$ cat src/rtl/lintg_pkg.sv
package lintg_pkg;
   localparam int HW = 12;  // line position width
   localparam int LW = 24;  // linear frame count width
   localparam int CW = 24;  // colour width
   localparam int DW = 32;  // register data width
   localparam int HF = 16;  // offset of the upper field in horizontal words

   typedef enum logic [3:0] {
      SEL_HPER   = 4'd0,
      SEL_FPER   = 4'd1,
      SEL_VLEN   = 4'd2,
      SEL_HWIN   = 4'd3,
      SEL_VBEG   = 4'd4,
      SEL_VFIN   = 4'd5,
      SEL_POLAR  = 4'd6,
      SEL_SKEW   = 4'd7,
      SEL_BORDER = 4'd8,
      SEL_UFLOW  = 4'd9,
      SEL_CNTCTL = 4'd10,
      SEL_RUN    = 4'd11,
      SEL_AHWIN  = 4'd12,
      SEL_AVBEG  = 4'd13,
      SEL_AVFIN  = 4'd14
   } reg_sel_e;

   typedef enum logic [1:0] {
      IFK_GENERIC = 2'd0,
      IFK_SERIAL  = 2'd1,
      IFK_EMBED   = 2'd2
   } if_kind_e;

   typedef struct packed {
      logic [HW-1:0] htotal;
      logic [HW-1:0] hpulse;
      logic [HW-1:0] hbeg;
      logic [HW-1:0] hend;
      logic [HW-1:0] ahbeg;
      logic [HW-1:0] ahend;
      logic [LW-1:0] fper;
      logic [LW-1:0] vlen;
      logic [LW-1:0] vbeg;
      logic [LW-1:0] vfin;
      logic [LW-1:0] skew;
      logic [LW-1:0] avbeg;
      logic [LW-1:0] avfin;
      logic          hs_low;
      logic          vs_low;
      logic          fcnt_en;
      logic          lcnt_en;
      logic [CW-1:0] border;
      logic [CW-1:0] uflow;
   } tcfg_t;

   function automatic tcfg_t cfg_default();
      tcfg_t c;
      c       = '0;
      c.uflow = CW'(8'hFF);
      return c;
   endfunction
endpackage

$ cat src/rtl/lintg_regs.sv
module lintg_regs
   import lintg_pkg::*;
(
   input  logic          clk,
   input  logic          rst,
   input  logic          wr_en,
   input  logic [3:0]    wr_sel,
   input  logic [DW-1:0] wr_data,
   input  logic          load,
   output tcfg_t         cfg,
   output logic          stage_run
);
   tcfg_t stage;

   always_ff @(posedge clk) begin
      if (rst) begin
         stage     <= cfg_default();
         cfg       <= cfg_default();
         stage_run <= 1'b0;
      end else begin
         if (wr_en) begin
            case (wr_sel)
               SEL_HPER: begin
                  stage.htotal <= wr_data[HW-1:0];
                  stage.hpulse <= wr_data[HF +: HW];
               end
               SEL_FPER:   stage.fper <= wr_data[LW-1:0];
               SEL_VLEN:   stage.vlen <= wr_data[LW-1:0];
               SEL_HWIN: begin
                  stage.hbeg <= wr_data[HW-1:0];
                  stage.hend <= wr_data[HF +: HW];
               end
               SEL_VBEG:   stage.vbeg <= wr_data[LW-1:0];
               SEL_VFIN:   stage.vfin <= wr_data[LW-1:0];
               SEL_POLAR: begin
                  stage.hs_low <= wr_data[0];
                  stage.vs_low <= wr_data[1];
               end
               SEL_SKEW:   stage.skew   <= wr_data[LW-1:0];
               SEL_BORDER: stage.border <= wr_data[CW-1:0];
               SEL_UFLOW:  stage.uflow  <= wr_data[CW-1:0];
               SEL_CNTCTL: begin
                  stage.fcnt_en <= wr_data[0];
                  stage.lcnt_en <= wr_data[1];
               end
               SEL_RUN:    stage_run <= wr_data[0];
               SEL_AHWIN: begin
                  stage.ahbeg <= wr_data[HW-1:0];
                  stage.ahend <= wr_data[HF +: HW];
               end
               SEL_AVBEG:  stage.avbeg <= wr_data[LW-1:0];
               SEL_AVFIN:  stage.avfin <= wr_data[LW-1:0];
               default: ;
            endcase
         end
         if (load) cfg <= stage;
      end
   end

   logic unused_wd;
   assign unused_wd = ^wr_data;

   AST_SHADOW_HOLD: assert property (@(posedge clk) disable iff (rst)
      (!$past(rst) && !load) |=> $stable(cfg)) else $error("live settings changed off a frame boundary");
endmodule

$ cat src/rtl/lintg_scan.sv
module lintg_scan
   import lintg_pkg::*;
#(
   parameter int LINE_W  = 16,
   parameter int FRAME_W = 32
) (
   input  logic               clk,
   input  logic               rst,
   input  logic               stage_run,
   input  logic [LW-1:0]      fper,
   input  logic [HW-1:0]      htotal,
   input  logic               fcnt_en,
   input  logic               lcnt_en,
   output logic               load,
   output logic               running,
   output logic [HW-1:0]      hpos,
   output logic [LW-1:0]      lin,
   output logic [LINE_W-1:0]  line_cnt,
   output logic [FRAME_W-1:0] frame_cnt
);
   logic [LW:0] lin_nx;
   logic [HW:0] hpos_nx;
   logic        frame_end;
   logic        line_end;

   assign lin_nx    = {1'b0, lin} + (LW+1)'(1);
   assign hpos_nx   = {1'b0, hpos} + (HW+1)'(1);
   assign frame_end = running && (lin_nx >= {1'b0, fper});
   assign line_end  = running && (hpos_nx >= {1'b0, htotal});
   assign load      = (!running && stage_run) || frame_end;

   always_ff @(posedge clk) begin
      if (rst) begin
         running   <= 1'b0;
         lin       <= '0;
         hpos      <= '0;
         line_cnt  <= '0;
         frame_cnt <= '0;
      end else begin
         if (load) begin
            running  <= stage_run;
            lin      <= '0;
            hpos     <= '0;
            line_cnt <= '0;
         end else if (running) begin
            lin  <= lin_nx[LW-1:0];
            hpos <= line_end ? '0 : hpos_nx[HW-1:0];
            if (line_end && lcnt_en) line_cnt <= line_cnt + LINE_W'(1);
         end
         if (frame_end && fcnt_en) frame_cnt <= frame_cnt + FRAME_W'(1);
      end
   end

   AST_LIN_RANGE: assert property (@(posedge clk) disable iff (rst)
      (running && fper != '0) |-> (lin < fper)) else $error("linear count past frame period");
   AST_HPOS_RANGE: assert property (@(posedge clk) disable iff (rst)
      (running && htotal != '0) |-> (hpos < htotal)) else $error("line position past htotal");
   AST_STOP_AT_FRAME: assert property (@(posedge clk) disable iff (rst)
      (!$past(rst) && $fell(running)) |-> $past(frame_end)) else $error("stopped mid-frame");
   AST_FRAME_STEP: assert property (@(posedge clk) disable iff (rst)
      (!$past(rst) && !$stable(frame_cnt)) |-> (frame_cnt == FRAME_W'($past(frame_cnt) + FRAME_W'(1))))
      else $error("frame counter jumped");
endmodule

$ cat src/rtl/lintg_win.sv
module lintg_win
   import lintg_pkg::*;
#(
   parameter if_kind_e IF_KIND = IFK_GENERIC
) (
   input  tcfg_t         cfg,
   input  logic          running,
   input  logic [HW-1:0] hpos,
   input  logic [LW-1:0] lin,
   input  logic [CW-1:0] pix_in,
   input  logic          pix_valid,
   output logic          hsync_o,
   output logic          vsync_o,
   output logic          de_o,
   output logic [CW-1:0] pix_o
);
   logic [LW-1:0] v_lo, v_hi;
   logic [LW:0]   lo_s, hi_s;
   logic          pol_h, pol_v;
   logic          hs_act, vs_act, h_in, v_in, a_in, act_used;

   if (IF_KIND == IFK_EMBED) begin : g_emb
      logic [HW-1:0] hfp;
      assign hfp  = cfg.htotal - cfg.hend - HW'(1);
      assign v_lo = cfg.vbeg + LW'(cfg.hbeg);
      assign v_hi = cfg.vfin - LW'(hfp);
   end else begin : g_plain
      assign v_lo = cfg.vbeg;
      assign v_hi = cfg.vfin;
   end

   if (IF_KIND == IFK_SERIAL) begin : g_hi_only
      assign pol_h = 1'b0;
      assign pol_v = 1'b0;
   end else begin : g_pol
      assign pol_h = cfg.hs_low;
      assign pol_v = cfg.vs_low;
   end

   assign lo_s     = {1'b0, v_lo} + {1'b0, cfg.skew};
   assign hi_s     = {1'b0, v_hi} + {1'b0, cfg.skew};
   assign hs_act   = running && (hpos < cfg.hpulse);
   assign vs_act   = running && (lin < cfg.vlen);
   assign h_in     = (hpos >= cfg.hbeg) && (hpos <= cfg.hend);
   assign v_in     = ({1'b0, lin} >= lo_s) && ({1'b0, lin} <= hi_s);
   assign act_used = |{cfg.ahbeg, cfg.ahend, cfg.avbeg, cfg.avfin};
   assign a_in     = (hpos >= cfg.ahbeg) && (hpos <= cfg.ahend) &&
                     (lin >= cfg.avbeg) && (lin <= cfg.avfin);

   assign de_o    = running && h_in && v_in && (!act_used || a_in);
   assign hsync_o = hs_act ^ pol_h;
   assign vsync_o = vs_act ^ pol_v;

   always_comb begin
      if (!running)      pix_o = '0;
      else if (!de_o)    pix_o = cfg.border;
      else if (pix_valid) pix_o = pix_in;
      else               pix_o = cfg.uflow;
   end

   logic unused_cfg;
   assign unused_cfg = ^{cfg.fper, cfg.fcnt_en, cfg.lcnt_en, cfg.htotal, cfg.hs_low, cfg.vs_low};
endmodule

$ cat src/rtl/lin_timing_gen.sv
module lin_timing_gen
   import lintg_pkg::*;
#(
   parameter if_kind_e IF_KIND = IFK_GENERIC,
   parameter int       LINE_W  = 16,
   parameter int       FRAME_W = 32
) (
   input  logic               clk,
   input  logic               rst,
   input  logic               wr_en,
   input  logic [3:0]         wr_sel,
   input  logic [DW-1:0]      wr_data,
   input  logic [CW-1:0]      pix_in,
   input  logic               pix_valid,
   output logic               hsync_o,
   output logic               vsync_o,
   output logic               de_o,
   output logic [CW-1:0]      pix_o,
   output logic [LINE_W-1:0]  line_cnt_o,
   output logic [FRAME_W-1:0] frame_cnt_o
);
   if (HW < 2 || HW > HF) begin : g_bad_hw
      $error("HW must lie in 2..HF");
   end
   if (LW > DW || CW > DW || HF + HW > DW) begin : g_bad_dw
      $error("fields do not fit the register word");
   end
   if (LINE_W < 1 || FRAME_W < 1) begin : g_bad_cnt
      $error("counter widths must be positive");
   end

   tcfg_t         cfg;
   logic          stage_run, load, running;
   logic [HW-1:0] hpos;
   logic [LW-1:0] lin;

   lintg_regs u_regs (
      .clk       (clk),
      .rst       (rst),
      .wr_en     (wr_en),
      .wr_sel    (wr_sel),
      .wr_data   (wr_data),
      .load      (load),
      .cfg       (cfg),
      .stage_run (stage_run)
   );

   lintg_scan #(.LINE_W(LINE_W), .FRAME_W(FRAME_W)) u_scan (
      .clk       (clk),
      .rst       (rst),
      .stage_run (stage_run),
      .fper      (cfg.fper),
      .htotal    (cfg.htotal),
      .fcnt_en   (cfg.fcnt_en),
      .lcnt_en   (cfg.lcnt_en),
      .load      (load),
      .running   (running),
      .hpos      (hpos),
      .lin       (lin),
      .line_cnt  (line_cnt_o),
      .frame_cnt (frame_cnt_o)
   );

   lintg_win #(.IF_KIND(IF_KIND)) u_win (
      .cfg       (cfg),
      .running   (running),
      .hpos      (hpos),
      .lin       (lin),
      .pix_in    (pix_in),
      .pix_valid (pix_valid),
      .hsync_o   (hsync_o),
      .vsync_o   (vsync_o),
      .de_o      (de_o),
      .pix_o     (pix_o)
   );

   AST_DE_IDLE: assert property (@(posedge clk) disable iff (rst)
      !running |-> !de_o) else $error("data-enable while idle");
   AST_IDLE_BLANK: assert property (@(posedge clk) disable iff (rst)
      !running |-> (pix_o == '0)) else $error("pixel driven while idle");
   AST_UFLOW_FILL: assert property (@(posedge clk) disable iff (rst)
      (de_o && !pix_valid) |-> (pix_o == cfg.uflow)) else $error("missing underflow fill");
endmodule

$ cat config.mk
export PLATFORM = sky130hd
export DESIGN_NAME = lin_timing_gen
export DESIGN_NICKNAME = d
export VERILOG_FILES = /design/src/rtl/lintg_pkg.sv /design/src/rtl/lintg_regs.sv /design/src/rtl/lintg_scan.sv /design/src/rtl/lintg_win.sv /design/src/rtl/lin_timing_gen.sv
export SDC_FILE = /design/constraint.sdc
export NUM_CORES = 2
export LEC_CHECK = 0
export ABC_AREA = 1
export BUFFER_PORTS_ARGS = -buffer_cell sky130_fd_sc_hd__buf_4
export CAP_MARGIN = 20
export CORE_MARGIN = 4
export CORE_UTILIZATION = 40
export DETAILED_ROUTE_END_ITERATION = 12
export GPL_TIMING_DRIVEN = 0
export PLACE_DENSITY = 0.55
export SLEW_MARGIN = 20
export SYNTH_ARGS = -nofsm -noshare
export SYNTH_HDL_FRONTEND = slang
export SYNTH_SLANG_ARGS = --single-unit
$ cat constraint.sdc
create_clock -name clk -period 9.1 [get_ports clk]
set_input_delay 0 -clock clk [delete_from_list [all_inputs] [get_ports clk]]
set_output_delay 0 -clock clk [all_outputs]
set_load 0.05 [all_outputs]
==> results.cfg <==
[logic_synthesis]
yosys_warnings = 0
synthTopCellsByCount = nand2_1 (814), dfxtp_1 (670), nor2_1 (663)
yosysTopAreaCell = dfxtp_1
ys_seq_area_frac = 0.393
synth_edf_count = 0
synth_top_area_frac = 0.393
mappedNetlistArea_mm2 = 0.0341
synthCells = 4717
syn_avg_cell_area_um2 = 7.24
ys_ff_latch = 670
netlist-cell-type-count = 52
ys_async_sr_fraction = 0
synth_area_leaders = dfxtp_1 (39%), ha_1 (9.8%), nand2_1 (9.0%), a21oi_1 (8.2%), nor2_1 (7.3%)
synth-main-ff-cell = dfxtp_1
syn_nets = 5049
synth_most_common_cell = nand2_1

[grt]
first_global_vias = 29900
overflow = 0
grt_max_degree = 14
grt_pass1_wl_um = 183000
grtUsageTotal = 0.265
antenna_found_initial = 2

[timing]
worstMarginPinSlew_ps = 1240
finalSetupViolCount = 0
final_max_slew_viol_count = 0
final.setup_skew_ps = 30.6
hold_viol = 0
fmax_mhz = 189
layout_min_cycle_time_ps = 5290
fin_crit_sh = 0.581
fin_setup_tns_ps = 0
slew_headroom = 0.170
rsz0062_at_grt = no
setup_ws_ps = 3810

[route]
drt_iter0_drc = 2760
drc = 0
dr.pass1.iters = 6
vias = 32100
wl_um = 122000
vias_per_cell = 5.22
ant_nets = 0
wl_per_cell_um = 19.9

[placed_design]
io_buffer_count = 129
gp_congestion = 0.902
dp_slack_ps = 3770
dp_hpwl_um = 89000

[worst_setup_path]
cp_max_fo = 10
worstSetupPathType = reg2out
crit_slowest_cell = dfxtp_1
critical_path_required_ps = 9100
end_kind = output pin
slowest_delay_ps = 420
cpMostUsedCell = nand2_1
cp.arrival_ps = 5290
startpoint_type = flip-flop

[die]
rows = 106
core-area_mm2 = 0.0841
die_y_um = 300
die_area_mm2 = 0.0901
initial_utilization = 0.406
num_io_pins = 139
fp.dieW_um = 300

[cts]
insertion_delay_ps = 630
cts_sinks = 670
cts-buffers-inserted = 75
path_clk_slew_ps = 60
htree_num_levels = 3
cts_buffer_depth = 3
cts_tree = built
post_cts_resized = 0
root_buffer = clkbuf_16
postCtsHoldBufs = 36
post-cts-setup-buffers = 0

[layout]
fin_nets = 5292
area.growth.synth_to_final_pct = 15.8
drive_gt1_frac = 0.0785

[flow_run]
maxCapViolations = 0

[power]
ir_worst_vdd_mv = 0.164
p_leak_nw = 16.2
p_per_area_mw_per_mm2 = 166

[run_status]
status = finished, final reports clean

[worst_hold_path]
hold_path_class = in2reg
## state kept, by name, indices dropped and copies added (netlist names)
register and cells:
u_regs.stage 292, u_scan.lin 24, u_scan.hpos 12, u_scan.frame_cnt 32
u_scan.line_cnt 16, u_scan.running 1, u_regs.cfg 292, u_regs.stage_run 1
## layer usage
layer	GRT usage	share of wire	vias up
met1	0.377	0.47	15000
met2	0.415	0.44	854
met5	0	0	-
met4	0.0701	0.028	0
li1	-	-	16100
met3	0.0451	0.066	159
## worst max-delay path, delay by kind of cell, from the launching register on
| family | cells | cell delay, ps |
|---|---|---|
| flip-flops | 1 | 420 |
| AND/OR/NAND/NOR | 15 | 1760 |
| adder cells (fa/ha/maj) | 3 | 900 |
| XOR/XNOR | 1 | 170 |
| AO/OA/AOI/OAI | 5 | 910 |
| buffers and inverters | 3 | 510 |
## path summary, 6_finish.rpt
kind	from	endpoint	slack (ps)	cells after the start
max	u_regs.cfg[100]	pix_o[22]	3810	27
min	wr_en	u_regs.stage[150]	70	5
max reg2reg	u_scan.lin[1]	u_regs.cfg[286]	3820	24
min reg2reg	u_regs.stage[226]	u_regs.stage[226]	450	2
## cells by family after synthesis
| group | share of synthesized area |
|---|---|
| buffers and inverters | 0.0776 |
| muxes | 0.00748 |
| DFF | 0.393 |
| adders and majority gates | 0.0987 |
| xor gates and xnor gates | 0.0305 |
| and+or+nand+nor | 0.247 |
| AOI/OAI and AO/OA | 0.146 |
## per-stage QoR
step	power, mW	hold slack (ps)	area (um2)	std cells	utilization
global placement	3.37	303	36500	5980	0.434
finish	6.56	69.5	39500	6152	0.470
floorplan	3.22	135	34100	4717	-
CTS	6.60	37.5	39500	6151	0.470
global route	6.75	103	39500	6152	0.470
detailed placement	3.38	301	36600	5981	0.435
## layout make-up
type	instances	area (um2)
antenna	1	2.50
clock buffer	106	2220
multi-input combinational	3386	18100
sequential	670	13400
fill	8715	44500
timing repair buffer	166	1360
buffer	271	1210
tap	1134	1420
inverter	390	1460
clock inverter	28	384
## cell usage in the layout, fill, tap and decap left out, types with 16 or more instances in the layout
| cell type | instances |
|---|---|
| a21oi_1 | 556 |
| buf_2 | 63 |
| buf_4 | 152 |
| clkbuf_1 | 180 |
| clkbuf_16 | 78 |
| clkbuf_8 | 16 |
| dfxtp_1 | 670 |
| dlygate4sd3_1 | 36 |
| ha_1 | 266 |
| inv_1 | 385 |
| nand2_1 | 814 |
| nand3_1 | 398 |
| nand4_1 | 46 |
| nor2_1 | 663 |
| nor3_1 | 40 |
| nor4_1 | 25 |
| o21ai_0 | 343 |
| xnor2_1 | 37 |
| xor2_1 | 82 |
## power breakdown
part | total [mW] | internal (mW) | switching [mW]
registers | 2.99 | 2.97 | 0.0208
clock network | 3.23 | 1.93 | 1.30
logic | 0.343 | 0.0913 | 0.252
Note: power is estimated with default switching activity, not from simulation.
